### config.mk
export PLATFORM = sky130hd
export DESIGN_NAME = boot_map_decoder
export DESIGN_NICKNAME = d
export VERILOG_FILES = /design/src/rtl/boot_map_pkg.sv /design/src/rtl/map_cfg_reg.sv /design/src/rtl/map_region_decode.sv /design/src/rtl/map_dphase_ctrl.sv /design/src/rtl/boot_map_decoder.sv
export SDC_FILE = /design/constraint.sdc
export NUM_CORES = 1
export LEC_CHECK = 0
export ABC_AREA = 1
export BUFFER_PORTS_ARGS = -buffer_cell sky130_fd_sc_hd__buf_2
export CORE_UTILIZATION = 40
export CTS_BUF_LIST = sky130_fd_sc_hd__clkbuf_2 sky130_fd_sc_hd__clkbuf_4 sky130_fd_sc_hd__clkbuf_8
export CTS_CLUSTER_DIAMETER = 120
export DETAILED_ROUTE_END_ITERATION = 16
export PLACE_DENSITY = 0.9
export SLEW_MARGIN = 20
export SYNTH_ARGS = -nofsm -noshare
export SYNTH_HDL_FRONTEND = slang
export SYNTH_SLANG_ARGS = --single-unit
### constraint.sdc
create_clock -name hclk -period 2.4 [get_ports hclk]
set_input_delay 0.48 -clock hclk [delete_from_list [all_inputs] [get_ports hclk]]
set_output_delay 0.48 -clock hclk [all_outputs]
set_load 0.01 [all_outputs]
### src/rtl/boot_map_pkg.sv
package boot_map_pkg;
    localparam int ADDR_W   = 32;
    localparam int DATA_W   = 32;
    localparam int CFG_W    = 2;
    localparam int OFFS_W   = 26;
    localparam int SSRAM_AW = 22;
    localparam int SMALL_AW = 16;
    localparam int NUM_TGT  = 7;

    typedef enum logic [2:0] {
        RG_RAM    = 3'd0,
        RG_SSRAM0 = 3'd1,
        RG_SSRAM1 = 3'd2,
        RG_FLASH  = 3'd3,
        RG_APB    = 3'd4,
        RG_EXP    = 3'd5,
        RG_DFLT   = 3'd6
    } region_e;

    typedef enum logic [1:0] {
        DP_IDLE,
        DP_XFER,
        DP_ERR_WAIT,
        DP_ERR_DONE
    } dphase_e;
endpackage

### src/rtl/map_cfg_reg.sv
module map_cfg_reg
    import boot_map_pkg::*;
(
    input  logic             hclk,
    input  logic             por_n,
    input  logic             we_i,
    input  logic [CFG_W-1:0] wdata_i,
    output logic             remap_o,
    output logic             alias_o,
    output logic [DATA_W-1:0] rdata_o
);
    localparam logic [CFG_W-1:0] POR_VALUE = 2'b10;

    logic [CFG_W-1:0] cfg_q;

    // Only the power-on reset reaches this register.
    always_ff @(posedge hclk or negedge por_n) begin
        if (!por_n)    cfg_q <= POR_VALUE;
        else if (we_i) cfg_q <= wdata_i;
    end

    assign remap_o = cfg_q[0];
    assign alias_o = cfg_q[1];
    assign rdata_o = {{(DATA_W-CFG_W){1'b0}}, cfg_q};

    // without a write strobe, the setting survives every edge.
    p_cfg_hold_r8: assert property (@(posedge hclk) disable iff (!por_n)
        !we_i |=> $stable(cfg_q));
endmodule

### src/rtl/map_region_decode.sv
module map_region_decode
    import boot_map_pkg::*;
(
    input  logic [ADDR_W-1:0]  addr_i,
    input  logic               remap_i,
    input  logic               alias_i,
    output logic [NUM_TGT-1:0] sel_o,
    output logic [OFFS_W-1:0]  offs_o
);
    region_e region;

    always_comb begin
        region = RG_EXP;
        if (addr_i[31:26] == 6'h00) begin
            // bottom 64 MB: flash, with SSRAM1 laid over the first 4 MB on remap
            if (remap_i && addr_i[25:22] == 4'h0) region = RG_SSRAM1;
            else                                  region = RG_FLASH;
        end else if (addr_i[31:22] == 10'h040) begin
            region = RG_SSRAM1;
        end else if (addr_i[31:26] == 6'h06) begin
            region = alias_i ? RG_FLASH : RG_DFLT;
        end else if (addr_i[31:16] == 16'h1EFF) begin
            region = RG_RAM;
        end else if (addr_i[31:22] == 10'h080) begin
            region = RG_SSRAM0;
        end else if (addr_i[31:16] == 16'hDFFF) begin
            region = RG_APB;
        end else if (addr_i[31:28] < 4'h3) begin
            region = RG_DFLT;
        end else if (addr_i[31:20] == 12'hE00) begin
            region = RG_DFLT;
        end
    end

    for (genvar g = 0; g < NUM_TGT; g++) begin : g_sel
        assign sel_o[g] = (region == region_e'(g));
    end

    always_comb begin
        unique case (region)
            RG_SSRAM0, RG_SSRAM1:
                offs_o = {{(OFFS_W-SSRAM_AW){1'b0}}, addr_i[SSRAM_AW-1:0]};
            RG_RAM, RG_APB:
                offs_o = {{(OFFS_W-SMALL_AW){1'b0}}, addr_i[SMALL_AW-1:0]};
            default:
                offs_o = addr_i[OFFS_W-1:0];
        endcase
    end
endmodule

### src/rtl/map_dphase_ctrl.sv
module map_dphase_ctrl
    import boot_map_pkg::*;
(
    input  logic               hclk,
    input  logic               hresetn,
    input  logic [1:0]         htrans_i,
    input  logic               hready_i,
    input  logic [NUM_TGT-1:0] sel_i,
    output logic [NUM_TGT-1:0] dsel_o,
    output logic               hready_o,
    output logic               hresp_o
);
    dphase_e state, state_nxt;
    logic [NUM_TGT-1:0] dsel_q;
    logic xfer;

    assign xfer = (htrans_i == 2'b10) || (htrans_i == 2'b11);

    always_comb begin
        state_nxt = state;
        unique case (state)
            DP_ERR_WAIT: state_nxt = DP_ERR_DONE;
            DP_IDLE, DP_XFER, DP_ERR_DONE: begin
                if (hready_i) begin
                    if (!xfer)                      state_nxt = DP_IDLE;
                    else if (sel_i[int'(RG_DFLT)])  state_nxt = DP_ERR_WAIT;
                    else                            state_nxt = DP_XFER;
                end
            end
        endcase
    end

    always_ff @(posedge hclk or negedge hresetn) begin
        if (!hresetn) begin
            state  <= DP_IDLE;
            dsel_q <= '0;
        end else begin
            state <= state_nxt;
            if (state != DP_ERR_WAIT && hready_i)
                dsel_q <= xfer ? sel_i : '0;
        end
    end

    always_comb begin
        hready_o = 1'b1;
        hresp_o  = 1'b0;
        unique case (state)
            DP_ERR_WAIT: begin hready_o = 1'b0; hresp_o = 1'b1; end
            DP_ERR_DONE: begin hready_o = 1'b1; hresp_o = 1'b1; end
            DP_IDLE, DP_XFER: begin hready_o = 1'b1; hresp_o = 1'b0; end
        endcase
    end

    assign dsel_o = dsel_q;

    // a stalled ERROR cycle is always followed by the completing one.
    p_err_second_r11: assert property (@(posedge hclk) disable iff (!hresetn)
        (hresp_o && !hready_o) |=> (hresp_o && hready_o));
    // the data-phase target does not move while the bus is stalled.
    p_dsel_hold_r10: assert property (@(posedge hclk) disable iff (!hresetn)
        !hready_i |=> $stable(dsel_q));
    // at most one target owns the data phase.
    p_dsel_onehot0_r6: assert property (@(posedge hclk) disable iff (!hresetn)
        $onehot0(dsel_q));
endmodule

### src/rtl/boot_map_decoder.sv
module boot_map_decoder
    import boot_map_pkg::*;
(
    input  logic               hclk,
    input  logic               por_n,
    input  logic               hresetn,
    input  logic [ADDR_W-1:0]  haddr_i,
    input  logic [1:0]         htrans_i,
    input  logic               bus_hready_i,
    input  logic               cfg_we_i,
    input  logic [CFG_W-1:0]   cfg_wdata_i,
    output logic [DATA_W-1:0]  cfg_rdata_o,
    output logic [NUM_TGT-1:0] sel_o,
    output logic [OFFS_W-1:0]  offs_o,
    output logic [NUM_TGT-1:0] dsel_o,
    output logic               dflt_hready_o,
    output logic               dflt_hresp_o
);
    logic remap, alias_en;

    map_cfg_reg u_cfg (
        .hclk    (hclk),
        .por_n   (por_n),
        .we_i    (cfg_we_i),
        .wdata_i (cfg_wdata_i),
        .remap_o (remap),
        .alias_o (alias_en),
        .rdata_o (cfg_rdata_o)
    );

    map_region_decode u_dec (
        .addr_i  (haddr_i),
        .remap_i (remap),
        .alias_i (alias_en),
        .sel_o   (sel_o),
        .offs_o  (offs_o)
    );

    map_dphase_ctrl u_dp (
        .hclk     (hclk),
        .hresetn  (hresetn),
        .htrans_i (htrans_i),
        .hready_i (bus_hready_i),
        .sel_i    (sel_o),
        .dsel_o   (dsel_o),
        .hready_o (dflt_hready_o),
        .hresp_o  (dflt_hresp_o)
    );

    // exactly one target for every address.
    p_sel_onehot_r6: assert property (@(posedge hclk) disable iff (!por_n)
        $onehot(sel_o));
    // a set remap bit hands the bottom 4 MB to SSRAM1.
    p_remap_low_r2: assert property (@(posedge hclk) disable iff (!por_n)
        (cfg_rdata_o[0] && haddr_i[31:22] == 10'h000) |-> sel_o[int'(RG_SSRAM1)]);
    // a cleared alias bit turns the second flash window into a hole.
    p_alias_off_r4: assert property (@(posedge hclk) disable iff (!por_n)
        (!cfg_rdata_o[1] && haddr_i[31:26] == 6'h06) |-> sel_o[int'(RG_DFLT)]);
endmodule

# ---- Yosys cells after proc, flatten, opt, wreduce, memory -nomap -nowiden
# Index checks and enable logic that the tools add are counted.
# W data, S select, Z words.
dict set report word_totals {
  register_bits 11
  in_bits 41
  output_inout_bits 74
  wordCells 53
}
dict set report op_classes {
  order_cmp 1
  n_eq_ne 19
  mux 18
  reduce_logical 12
}
# op n
set ops {}
lappend ops {{$pmux W26 S2} 1}
lappend ops {{$mux W3} 8}
lappend ops {{$eq A16 B13 Y1 const B} 1}
lappend ops {{$eq A16 B16 Y1 const B} 1}
lappend ops {{$eq A12 B12 Y1 const B} 1}
lappend ops {{$eq A10 B7 Y1 const B} 1}
lappend ops {{$eq A10 B8 Y1 const B} 1}
lappend ops {{$eq A3 B3 Y1 const B} 3}
lappend ops {{$eq A2 B2 Y1 const B} 4}
lappend ops {{$mux W2} 4}
lappend ops {{$reduce_or A2 Y1} 4}
lappend ops {{$mux W7} 1}
lappend ops {{$eq A3 B2 Y1 const B} 2}
lappend ops {{$eq A6 B3 Y1 const B} 1}
lappend ops {{$logic_not A6 Y1} 1}
lappend ops {{$logic_not A4 Y1} 1}
lappend ops {{$lt A4 B2 Y1 const B} 1}
lappend ops {{$pmux W1 S2} 2}
lappend ops {{$pmux W2 S2} 1}
lappend ops {{$eq A3 B1 Y1 const B} 1}
lappend ops {{$logic_not A3 Y1} 1}
lappend ops {{$reduce_or A3 Y1} 1}
lappend ops {{$eq A2 B1 Y1 const B} 1}
lappend ops {{$logic_and A1 B1 Y1} 2}
lappend ops {{5 further kinds} 5}

# ---- Longest topological paths before layout
dict set report depth {
  ltp_word 14
  ltp_mapped 11
}

# ---- By module
# Synthesis repeated with hierarchy kept, for this count alone.
dict set report unflattened {
  cells_unflattened 215
  hier_area_um2 1332.5
}
# mod instances cells_per_inst area_per_inst_um2 seq_area_each_um2
set by_module_without_submodules {}
lappend by_module_without_submodules {map_region_decode 1 110 556.8 0.0}
lappend by_module_without_submodules {map_dphase_ctrl 1 63 454.2 225.2}
lappend by_module_without_submodules {map_cfg_reg 1 42 321.6 51.3}

# ---- Least setup slack after synthesis
# No wires, ideal clock.
dict set report synth_path {
  path_type {input to output}
  from {input haddr_i[22]}
  to {output offs_o[22]}
  arrival_time_ns 1.468
  required_time_ns 1.920
  slack_ns 0.452
  cell_stages 10
  n_path_buf 0
  path_cell_list {inv_2 > nand2_1 > nor2_4 > nand3_1 > and2_4 > nor2_4 > nand2_2 > nand2_1 > nand2_2 > nor2_1}
}
dict set report synth_between {
  elab_chain_len 12
  word_cells_on_any_way 23
  classes_between {eq/ne: 8; mux: 10; reduce/logical: 5}
}
# item line
set synth_lines {}
lappend synth_lines {{start, declared} boot_map_decoder.sv:7} ;# input logic [ADDR_W-1:0] haddr_i,
lappend synth_lines {{$eq A12 B12 Y1} map_region_decode.sv:30} ;# end else if (addr_i[31:20] == 12'hE00) begin
lappend synth_lines {{$mux W2} map_region_decode.sv:30}
lappend synth_lines {{$mux W3} map_region_decode.sv:28} ;# end else if (addr_i[31:28] < 4'h3) begin
lappend synth_lines {{$mux W3} map_region_decode.sv:26} ;# end else if (addr_i[31:16] == 16'hDFFF) begin
lappend synth_lines {{$mux W3} map_region_decode.sv:24} ;# end else if (addr_i[31:22] == 10'h080) begin
lappend synth_lines {{$mux W3} map_region_decode.sv:22} ;# end else if (addr_i[31:16] == 16'h1EFF) begin
lappend synth_lines {{$mux W3} map_region_decode.sv:20} ;# end else if (addr_i[31:26] == 6'h06) begin
lappend synth_lines {{$mux W3} map_region_decode.sv:18} ;# end else if (addr_i[31:22] == 10'h040) begin
lappend synth_lines {{$mux W3} map_region_decode.sv:14} ;# if (addr_i[31:26] == 6'h00) begin
lappend synth_lines {{$eq A3 B3 Y1, or another cell as far along} map_region_decode.sv:40} ;# unique case (region)
lappend synth_lines {{$reduce_or A2 Y1} map_region_decode.sv:40}
lappend synth_lines {{$pmux W26 S2 (*)} map_region_decode.sv:40}
lappend synth_lines {{end, declared} boot_map_decoder.sv:14} ;# output logic [OFFS_W-1:0] offs_o,
# Every way passes the cells marked *; elsewhere a longest branch is shown, timed or not.

# ---- Final worst setup path
dict set report layout_path {
  from {input haddr_i[31]}
  to {output offs_o[25]}
}
dict set report layout_between {
  elab_chain_len 12
  word_cells_on_any_way 23
  classes_between {order compare: 1; eq/ne: 9; mux: 9; reduce/logical: 4}
}
# item line
set layout_lines {}
lappend layout_lines {{$eq A12 B12 Y1} map_region_decode.sv:30}
lappend layout_lines {{$mux W2} map_region_decode.sv:30}
lappend layout_lines {{$mux W3} map_region_decode.sv:28}
lappend layout_lines {{$mux W3} map_region_decode.sv:26}
lappend layout_lines {{$mux W3} map_region_decode.sv:24}
lappend layout_lines {{$mux W3} map_region_decode.sv:22}
lappend layout_lines {{$mux W3} map_region_decode.sv:20}
lappend layout_lines {{$mux W3} map_region_decode.sv:18}
lappend layout_lines {{$mux W3 (*)} map_region_decode.sv:14}
lappend layout_lines {{$eq A3 B3 Y1, or another cell as far along} map_region_decode.sv:40}
lappend layout_lines {{$reduce_or A2 Y1} map_region_decode.sv:40}
lappend layout_lines {{$pmux W26 S2 (*)} map_region_decode.sv:40}
# Marked as above.

==> results.ini <==
[outcome]
status = finished clean

[clock_network]
htreeDepth = 1
cts_tree = built
clockRootBuffer = clkbuf_4
clk_pin_slew_ns = 0.07
clk-insertion-delay-late_ns = 0.27
clock_sinks = 11
cts_buffers = 3
clock_tree.buffer_depth = 2

[floorplanning]
die_h_um = 56.3
die_area_mm2 = 0.00317
num_rows = 19
chipWidth_um = 56.3
io_pins = 115
coreArea_mm2 = 0.00278
start_util_pct = 42.4

[global_route]
antenna_found_initial = 0
grtUsageTotal_pct = 14.2
grt_pass1_vias = 915
grt_max_degree = 10
grt_pass1_wl_um = 3650
grt_overflow = 0

[detailed_routing]
drt-vias-per-instance = 4.23
met3_length_um = 158
drt_iter0_drc = 21
drt-pass1-iter-count = 5
drc_errors = 0
vias = 1045
wirelength_um = 2180
wl_per_cell_um = 8.83
dr_wl_met2_um = 1110
antenna_left = 0
highest_layer = met4
wl_met1_um = 910

[yosys]
synth.yosys.warnings = 0
seq_area_frac_synth_pct = 23.4
syn_area_mm2 = 0.00118
avgSynthCellArea_um2 = 6.59
synthDistinctLibCells = 21
ys_ff_latch = 11
postSynthCellCount = 179

[cells_and_area]
final_util_pct = 46.0
layout_commonest_cell = buf_2
area_delta_synth_final_pct = 8.38
layout_common_cells = 51 x buf_2, 32 x nand2_1, 30 x conb_1, 26 x inv_1, 18 x nor2_1
drive_above_1_share_pct = 35.6
num_antenna_cells = 0
register_area_um2 = 277
fin_nets = 258
fill_cells = 300
multi_input_area_um2 = 541

[min_path]
min-delay-path-class = in2async

[job]
maxCapViolations = 0

[power]
power.density_mw_per_mm2 = 393
ir_drop_mv = 0.241
p_leak_nw = 0.855

[setup_path]
cp.required_ns = 1.92
rrSetupSlack_ns = 1.15
crit_type = in2out
cp-start-kind = input pin
rr_worst_depth = 8
cp.arrival_ns = 1.78
end_kind = output pin
cp_max_fo = 4

[timing]
layout_setup_ws_ns = 0.137
finalMaxSlewViolations = 0
setup_viol = 0
fmax_ghz = 0.442
hold_viol = 0
finalCriticalPeriod_ns = 2.26
skew_ns = 0.00179
period_share_pct = 94.3

[placed_design]
gp_congestion = 0.837
dp_slack_ns = 0.122
io_buffer_count = 51
dp_hpwl_um = 1840

==> through the flow <==
stage / cells / area [um^2] / total power [mW] / setup TNS [ns] / hold slack, ns
final: 247 / 1280 / 0.502 / 0 / 0.0463
after global routing: 247 / 1280 / 0.537 / -0.0123 / 0.0495
after CTS: 246 / 1260 / 0.505 / 0 / 0.0443
after detailed placement: 241 / 1220 / 0.363 / 0 / 0.268
after global placement: 241 / 1220 / 0.359 / 0 / 0.265
after floorplan: 208 / 1290 / 0.369 / 0 / 0.184
==> report_power, final <==
| part | leakage, nW | switching, mW | internal, mW | total (mW) |
|---|---|---|---|---|
| logic | 0.696 | 0.0983 | 0.0565 | 0.155 |
| clock network | 0.0184 | 0.0648 | 0.0756 | 0.140 |
| registers | 0.141 | 0.00831 | 0.199 | 0.207 |
| total | 0.855 | 0.171 | 0.331 | 0.502 |
==> cell families after synthesis <==
kind of cell / after synthesis / synth area share (%)
other cells: 1 / 0.318
simple gates: 74 / 28.8
buf+inv: 81 / 41.0
mux: 2 / 1.91
flops: 11 / 23.4
compound gates: 10 / 4.45
==> layer usage <==
metal  vias to the layer above  global-route usage (%)
li1                        535                       -
met1                       466                    15.8
met2                        42                    27.2
met3                         2                    3.00
met4                         0                    3.48
met5                         -                       0
==> final timing paths <==
path	end	from
min in group hclk	u_cfg.cfg_q[0]$_DFFE_PN0P_	cfg_wdata_i[0]
max in group asynchronous	u_cfg.cfg_q[1]$_DFFE_PN1P_	por_n
worst max register to register	u_dp.dsel_o[2]$_DFFE_PN0P_	u_dp.state[0]$_DFFE_PN0P_
worst min-delay path	u_dp.dsel_o[2]$_DFFE_PN0P_	hresetn
worst min register to register	u_dp.dsel_o[2]$_DFFE_PN0P_	u_dp.dsel_o[2]$_DFFE_PN0P_
worst max-delay path	offs_o[25]	haddr_i[31]
==> synth_stat cells, drive strengths merged <==
cell    instances  area share (%)
a21o            1            0.64
inv            32              10
nor2           24             9.8
nand3           8             3.8
clkbuf          1            0.32
nand2          35              12
a21oi           2            0.85
and2            1            0.74
mux2            2             1.9
buf            48              31
nor3            2            0.85
conb            1            0.32
dfrtp          10              21
o21ai           7             3.0
nand4           4             2.1
dfstp           1             2.2
==> worst max-delay path: stages <==
cell and delay (ns):
buf_2 0.11, nor2_2 0.18, inv_1 0.08, nor2_2 0.13
nand3_1 0.18, nand2_2 0.14, nor2_1 0.07, nand2_2 0.08
nand2_1 0.07, nand2_2 0.09, nor2_1 0.05, buf_2 0.13
==> flip-flops by register name, summed over array words and instances (netlist names) <==
signal and count:
u_dp.state 2, u_cfg.cfg_q 2, u_dp.dsel_o 7
==> area by class of cell <==
| class | count | share of cell area, % |
|---|---|---|
| multi-input cells | 116 | 42.3 |
| clock buffers | 4 | 2.35 |
| well taps | 31 | 3.03 |
| inverters | 32 | 9.39 |
| flip-flops and latches | 11 | 21.6 |
| repair buffers | 53 | 21.3 |
==> timing repair <==
item	4_1_cts	5_1_grt
endpoints found under the hold margin	1	0
endpoints found under the setup margin	0	9
hold buffers	1	0
setup buffers	0	1
resized for setup	0	3
Note: power is estimated with default switching activity, not from simulation.
